$ cat src/rtl/iw_pkg.sv
package iw_pkg;

    typedef struct packed {
        logic rdy;
        logic byp;
    } iw_src_t;

    // Next state of one source operand given a tag wakeup and a kill match.
    function automatic iw_src_t iw_src_next(iw_src_t cur, logic wake, logic kill);
        iw_src_t nxt;
        nxt.rdy = (cur.rdy | wake) & ~kill;
        nxt.byp = wake & ~kill;
        return nxt;
    endfunction

endpackage

$ cat src/rtl/iw_pick.sv
module iw_pick #(
    parameter int N = 16,
    parameter int W = $clog2(N)
) (
    input  logic [N-1:0] req,
    output logic         found,
    output logic [W-1:0] idx,
    output logic [N-1:0] onehot
);
    always_comb begin
        found  = |req;
        onehot = req & (~req + N'(1));
        idx    = '0;
        for (int i = N - 1; i >= 0; i--) begin
            if (req[i]) idx = W'(i);
        end
    end
endmodule

$ cat src/rtl/iw_match.sv
module iw_match #(
    parameter int LANES = 4,
    parameter int TAG_W = 7
) (
    input  logic [LANES-1:0]            vld,
    input  logic [LANES-1:0][TAG_W-1:0] tags,
    input  logic [TAG_W-1:0]            probe,
    output logic                        hit
);
    always_comb begin
        hit = 1'b0;
        for (int l = 0; l < LANES; l++) begin
            if (vld[l] && tags[l] == probe) hit = 1'b1;
        end
    end
endmodule

$ cat src/rtl/iw_window.sv
module iw_window
    import iw_pkg::*;
#(
    parameter int ENTRIES = 16,
    parameter int ISSUE_W = 4,
    parameter int TAG_W   = 7,
    localparam int IDX_W  = $clog2(ENTRIES)
) (
    input  logic                            clk,
    input  logic                            rst_n,
    input  logic                            alloc_valid,
    input  logic [TAG_W-1:0]                alloc_src0,
    input  logic                            alloc_src0_rdy,
    input  logic [TAG_W-1:0]                alloc_src1,
    input  logic                            alloc_src1_rdy,
    input  logic [TAG_W-1:0]                alloc_dst,
    output logic                            alloc_ready,
    output logic [IDX_W-1:0]                alloc_idx,
    output logic [ISSUE_W-1:0]              iss_valid,
    output logic [ISSUE_W-1:0][IDX_W-1:0]   iss_idx,
    output logic [ISSUE_W-1:0][TAG_W-1:0]   iss_dst,
    output logic [ISSUE_W-1:0]              iss_byp0,
    output logic [ISSUE_W-1:0]              iss_byp1,
    input  logic                            rep_valid,
    input  logic [ISSUE_W-1:0]              rep_lane_kill,
    input  logic                            done_valid,
    input  logic [IDX_W-1:0]                done_idx
);

    typedef struct packed {
        logic    [ENTRIES-1:0]             vld;
        logic    [ENTRIES-1:0]             iss;
        iw_src_t [ENTRIES-1:0]             op0;
        iw_src_t [ENTRIES-1:0]             op1;
        logic    [ENTRIES-1:0][TAG_W-1:0]  tag0;
        logic    [ENTRIES-1:0][TAG_W-1:0]  tag1;
        logic    [ENTRIES-1:0][TAG_W-1:0]  dst;
        logic    [ISSUE_W-1:0]             last_vld;
        logic    [ISSUE_W-1:0][IDX_W-1:0]  last_idx;
    } win_st_t;

    win_st_t st_q, st_d;

    // ---------------- select: cascade of lowest-first pickers ----------------
    logic [ENTRIES-1:0]                  cand;
    logic [ISSUE_W-1:0][ENTRIES-1:0]     req_chain;
    logic [ISSUE_W-1:0][ENTRIES-1:0]     lane_oh;
    logic [ISSUE_W-1:0][IDX_W-1:0]       lane_idx;
    logic [ISSUE_W-1:0]                  lane_found;

    assign cand         = st_q.vld & ~st_q.iss & ~'0;
    assign req_chain[0] = cand & rdy_both;

    logic [ENTRIES-1:0] rdy_both;
    always_comb begin
        for (int i = 0; i < ENTRIES; i++) begin
            rdy_both[i] = st_q.op0[i].rdy & st_q.op1[i].rdy;
        end
    end

    for (genvar l = 0; l < ISSUE_W; l++) begin : g_lane
        iw_pick #(.N(ENTRIES), .W(IDX_W)) u_pick (
            .req    (req_chain[l]),
            .found  (lane_found[l]),
            .idx    (lane_idx[l]),
            .onehot (lane_oh[l])
        );
        if (l < ISSUE_W - 1) begin : g_next
            assign req_chain[l+1] = req_chain[l] & ~lane_oh[l];
        end
        assign iss_valid[l] = lane_found[l] & ~rep_valid;
        assign iss_idx[l]   = lane_idx[l];
        assign iss_dst[l]   = st_q.dst[lane_idx[l]];
        assign iss_byp0[l]  = iss_valid[l] & st_q.op0[lane_idx[l]].byp;
        assign iss_byp1[l]  = iss_valid[l] & st_q.op1[lane_idx[l]].byp;
    end

    // ---------------- repair: kill tags of the previous group ----------------
    logic [ISSUE_W-1:0]            kill_vld;
    logic [ISSUE_W-1:0][TAG_W-1:0] kill_tag;

    for (genvar l = 0; l < ISSUE_W; l++) begin : g_kill
        assign kill_vld[l] = rep_valid & rep_lane_kill[l] & st_q.last_vld[l];
        assign kill_tag[l] = st_q.dst[st_q.last_idx[l]];
    end

    // ---------------- per-entry tag comparators ----------------
    logic [ENTRIES-1:0] wake0, wake1, kill0, kill1;

    for (genvar i = 0; i < ENTRIES; i++) begin : g_ent
        iw_match #(.LANES(ISSUE_W), .TAG_W(TAG_W)) u_w0 (
            .vld(iss_valid), .tags(iss_dst), .probe(st_q.tag0[i]), .hit(wake0[i]));
        iw_match #(.LANES(ISSUE_W), .TAG_W(TAG_W)) u_w1 (
            .vld(iss_valid), .tags(iss_dst), .probe(st_q.tag1[i]), .hit(wake1[i]));
        iw_match #(.LANES(ISSUE_W), .TAG_W(TAG_W)) u_k0 (
            .vld(kill_vld), .tags(kill_tag), .probe(st_q.tag0[i]), .hit(kill0[i]));
        iw_match #(.LANES(ISSUE_W), .TAG_W(TAG_W)) u_k1 (
            .vld(kill_vld), .tags(kill_tag), .probe(st_q.tag1[i]), .hit(kill1[i]));
    end

    // ---------------- allocation ----------------
    logic [ENTRIES-1:0] free_oh;
    logic               alloc_fire;
    logic               awake0, awake1, akill0, akill1;

    iw_pick #(.N(ENTRIES), .W(IDX_W)) u_free (
        .req    (~st_q.vld),
        .found  (alloc_ready),
        .idx    (alloc_idx),
        .onehot (free_oh)
    );

    iw_match #(.LANES(ISSUE_W), .TAG_W(TAG_W)) u_aw0 (
        .vld(iss_valid), .tags(iss_dst), .probe(alloc_src0), .hit(awake0));
    iw_match #(.LANES(ISSUE_W), .TAG_W(TAG_W)) u_aw1 (
        .vld(iss_valid), .tags(iss_dst), .probe(alloc_src1), .hit(awake1));
    iw_match #(.LANES(ISSUE_W), .TAG_W(TAG_W)) u_ak0 (
        .vld(kill_vld), .tags(kill_tag), .probe(alloc_src0), .hit(akill0));
    iw_match #(.LANES(ISSUE_W), .TAG_W(TAG_W)) u_ak1 (
        .vld(kill_vld), .tags(kill_tag), .probe(alloc_src1), .hit(akill1));

    assign alloc_fire = alloc_valid & alloc_ready;

    // ---------------- next state ----------------
    logic [ENTRIES-1:0] sel_mask, kill_mask;

    always_comb begin
        sel_mask  = '0;
        kill_mask = '0;
        for (int l = 0; l < ISSUE_W; l++) begin
            if (iss_valid[l]) sel_mask = sel_mask | lane_oh[l];
            if (kill_vld[l])  kill_mask[st_q.last_idx[l]] = 1'b1;
        end

        st_d = st_q;
        for (int i = 0; i < ENTRIES; i++) begin
            st_d.op0[i] = iw_src_next(st_q.op0[i], wake0[i], kill0[i]);
            st_d.op1[i] = iw_src_next(st_q.op1[i], wake1[i], kill1[i]);
            if (sel_mask[i])  st_d.iss[i] = 1'b1;
            if (kill_mask[i]) st_d.iss[i] = 1'b0;
            if (done_valid && done_idx == IDX_W'(i)) begin
                st_d.vld[i] = 1'b0;
                st_d.iss[i] = 1'b0;
            end
            if (alloc_fire && free_oh[i]) begin
                st_d.vld[i]  = 1'b1;
                st_d.iss[i]  = 1'b0;
                st_d.tag0[i] = alloc_src0;
                st_d.tag1[i] = alloc_src1;
                st_d.dst[i]  = alloc_dst;
                st_d.op0[i]  = iw_src_next('{rdy: alloc_src0_rdy, byp: 1'b0}, awake0, akill0);
                st_d.op1[i]  = iw_src_next('{rdy: alloc_src1_rdy, byp: 1'b0}, awake1, akill1);
            end
        end
        st_d.last_vld = iss_valid;
        st_d.last_idx = lane_idx;
    end

    always_ff @(posedge clk or negedge rst_n) begin
        if (!rst_n) st_q <= '0;
        else        st_q <= st_d;
    end

endmodule

$ cat config.mk
export PLATFORM = sky130hd
export DESIGN_NAME = iw_window
export DESIGN_NICKNAME = d
export VERILOG_FILES = /design/src/rtl/iw_pkg.sv /design/src/rtl/iw_pick.sv /design/src/rtl/iw_match.sv /design/src/rtl/iw_window.sv
export SDC_FILE = /design/constraint.sdc
export NUM_CORES = 2
export LEC_CHECK = 0
export ABC_AREA = 1
export BUFFER_PORTS_ARGS = -buffer_cell sky130_fd_sc_hd__clkbuf_2
export CELL_PAD_IN_SITES_DETAIL_PLACEMENT = 0
export CELL_PAD_IN_SITES_GLOBAL_PLACEMENT = 2
export CORE_MARGIN = 4
export CORE_UTILIZATION = 35
export CTS_BUF_LIST = sky130_fd_sc_hd__clkbuf_8
export DETAILED_ROUTE_END_ITERATION = 10
export PLACE_DENSITY_LB_ADDON = 0.1
export SYNTH_ARGS = -nofsm -noshare
export SYNTH_HDL_FRONTEND = slang
export SYNTH_HIERARCHICAL = 1
export SYNTH_SLANG_ARGS = --single-unit
$ cat constraint.sdc
create_clock -name clk -period 21 [get_ports clk]
set_input_delay 5.25 -clock clk [delete_from_list [all_inputs] [get_ports clk]]
set_output_delay 5.25 -clock clk [all_outputs]
set_load 0.02 [all_outputs]
==> metrics.md <==
| Metric | Value |
|---|---|
| Outcome | `finished, final reports clean` |
| CP peak stage delay | `0.74 ns` |
| Hold Vio Cnt, Final | `0` |
| Initial antenna violation count | `48` |
| Critical path buffer and inverter count | `10` |
| CP startpoint kind | `flop` |
| Die height | `442 µm` |
| Post-route insts no fill | `16729` |
| Worst min path class | `reg2reg` |
| # setup viols final | `0` |
| CP max stage cell | `nand2_4` |
| Num Clock Sinks | `452` |
| Period minus WS final | `13.89 ns` |
| Post-synthesis cell type count | `32` |
| Row cnt | `158` |
| Hold_buf cts | `0` |
| Vias | `87232` |
| Net count after synthesis | `14077` |
| First-pass GRT wire length | `580000 µm` |
| Port bufs | `96` |
| CTS Buf Count | `102` |
| Fillcell total | `21712` |
| DR vias/cell | `5.21` |
| Clock Latency Late Sink | `0.97 ns` |
| Reg clk slew, reported paths | `0.06 ns` |
| Worst setup EP type | `output port` |
| DR pass1 iterations | `9` |
| Synthesized flop and latch total | `452` |
| Iter 0 DRT Violations | `12101` |
| Synth Cell Area | `65800 µm²` |
| Worst rel slew slack | `3.15%` |
| Max reg flops | `452` |
| Largest net degree at the start of global routing | `76` |
| Share of cells above drive strength 1 | `7.70%` |
| Core Area | `186000 µm²` |
| Yosys warning count | `6` |
| # H-tree levels | `3` |
| Die Wd | `442 µm` |
| Setup bufs post-CTS | `0` |
| Placed Cells incl. Taps | `16520` |
| Footprint of the multi-input gates | `43400 µm²` |
| Detailed Route WL | `420000 µm` |
| DRC Markers | `0` |
| Crit-path leading delay family | `simple AND/OR/NAND/NOR gates` |
| Setup tns final | `0 ns` |
| Gate count of the mapped netlist | `14041` |
| Largest regs | `st_q: 452 flops` |
| Final Cycle Share | `66.2%` |
| Drt wl/cell | `25.1 µm` |
| Post-synth EDFFs | `0` |
| Post-CTS resize count | `0` |
| Register area | `11300 µm²` |
| Most frequent CP cell | `nand2_1` |
| GPL Wtd Cong | `0.985` |
| Initial Util | `35.3%` |
| GRT Resource Usage Total | `41.7%` |
| Maximum clock rate | `72.0 MHz` |
| Synth async-reset ratio | `100%` |
| Worst slew pin tran | `1.45 ns` |
| RSZ-0062 raised after global routing | `no` |
| Final-report max-slew violation count | `0` |
| Final HPWL from detailed placement | `280000 µm` |
| Nets | `14180` |
| Layout Cell Area excl Fill | `72400 µm²` |
| Register area share after synthesis | `17.2%` |
| Area grow syn2layout | `10.0%` |
| WS Path Type | `reg2out` |
| Remaining antenna violation count after routing | `0` |
| Most frequently used flop master after synthesis | `dfrtp_1` |
| Area after DPL | `70100 µm²` |
| Total congestion overflow | `0` |
| Worst path arrival time | `8.64 ns` |
| Most flops, register | `st_q` |
| CP required | `15.75 ns` |
| Die Area | `195000 µm²` |
| Post-Route Skew | `0.0969 ns` |
| Top-level I/O count | `97` |
| Syn_area_per_cell | `4.69 µm²` |
| Worst-path fanout max | `75` |
| CTS Buffer Depth | `3` |
| CTS root buffer | `clkbuf_8` |
| Max-cap violations | `0` |
| Vias in the first global route | `76406` |
| CTS tree | `yes` |
-- through the flow --
stage	util (%)	hold WS (ns)	setup WS, ns
floorplan	-	0.442	8.74
global placement	37.6	0.456	8.07
detailed placement	37.6	0.464	8.16
CTS	38.8	0.479	7.11
global route	38.8	0.522	6.46
finish	38.9	0.477	7.11
-- cells in the final DEF (no fill, tap or decap), drive strengths merged --
cell type  count
a21oi        346
o21ai       1005
nor3          62
nor4          25
nor2        1880
o211ai         3
dfrtp        452
nand2       6772
nand4          2
o21bai        13
clkbuf       218
buf          206
or2            5
o22ai         84
a31oi          5
nand3        363
a22oi         21
diode         24
clkinvlp       3
bufinv         8
nor3b          2
inv         2717
clkinv        33
-- worst register-to-register path: cells and delay by family, from the launching register on --
family | cells | cell delay, ns
and+or+nand+nor | 39 | 6.43
AOI/OAI and AO/OA | 3 | 0.47
buffers and inverters | 10 | 3.04
DFF | 1 | 0.36
-- Yosys cell counts, types with 12 or more instances --
library cell  instances  share of area, %
buf_2               117              0.89
inv_1              2265                13
inv_2               426               2.4
o21bai_1             13              0.15
dfrtp_1             452                17
nor2_2               78              0.74
o21ai_1             115              0.87
o22ai_1              82              0.78
nor4_1               15              0.14
nand2_1            6760                39
nor2_1             1796                10
o21ai_0             890               6.8
a21oi_1             346               2.6
clkbuf_1            123              0.70
a22oi_1              21              0.24
buf_6                13              0.22
nand3_1             353               2.7
nor3_1               62              0.47
buf_4                37              0.42
nand2_2              12              0.11
-- area by class of cell --
| class | count | share of cell area [%] |
|---|---|---|
| inverter | 2699 | 14.0 |
| sequential | 452 | 15.6 |
| tap | 2480 | 4.29 |
| multi-input combinational | 10588 | 60.0 |
| timing repair buffer | 301 | 2.94 |
| clock inverter | 62 | 0.755 |
| clock buffer | 123 | 2.34 |
| antenna | 24 | 0.0830 |
-- worst paths after layout --
path,start,end,slack (ns),depth (start not counted)
max in group asynchronous,rst_n,st_q[350],13.60,4
worst min-delay path,st_q[446],st_q[446],0.48,2
min in group asynchronous,rst_n,st_q[325],4.26,1
worst max-delay path,st_q[436],iss_dst[21],7.11,41
worst min register to register,st_q[446],st_q[446],0.48,2
worst max register to register,st_q[436],st_q[395],10.54,52
-- kinds of logic after synthesis --
| family | count (synthesis) | synth area share [%] |
|---|---|---|
| and+or+nand+nor | 9111 | 53.5 |
| buffers and inverters | 3001 | 17.7 |
| AOI/OAI and AO/OA | 1477 | 11.6 |
| DFF | 452 | 17.2 |
-- routing by layer --
metal	vias to the layer above	track usage (%)	wire length, µm
li1	41740	-	-
met1	39412	55.1	172000
met2	4936	60.6	169000
met3	1124	10.5	48400
met4	20	25.7	31000
met5	-	0	125
Power is left out: the tool's default activity adds up to more than one toggle a clock period on the data nets, which glitch-free logic cannot reach.
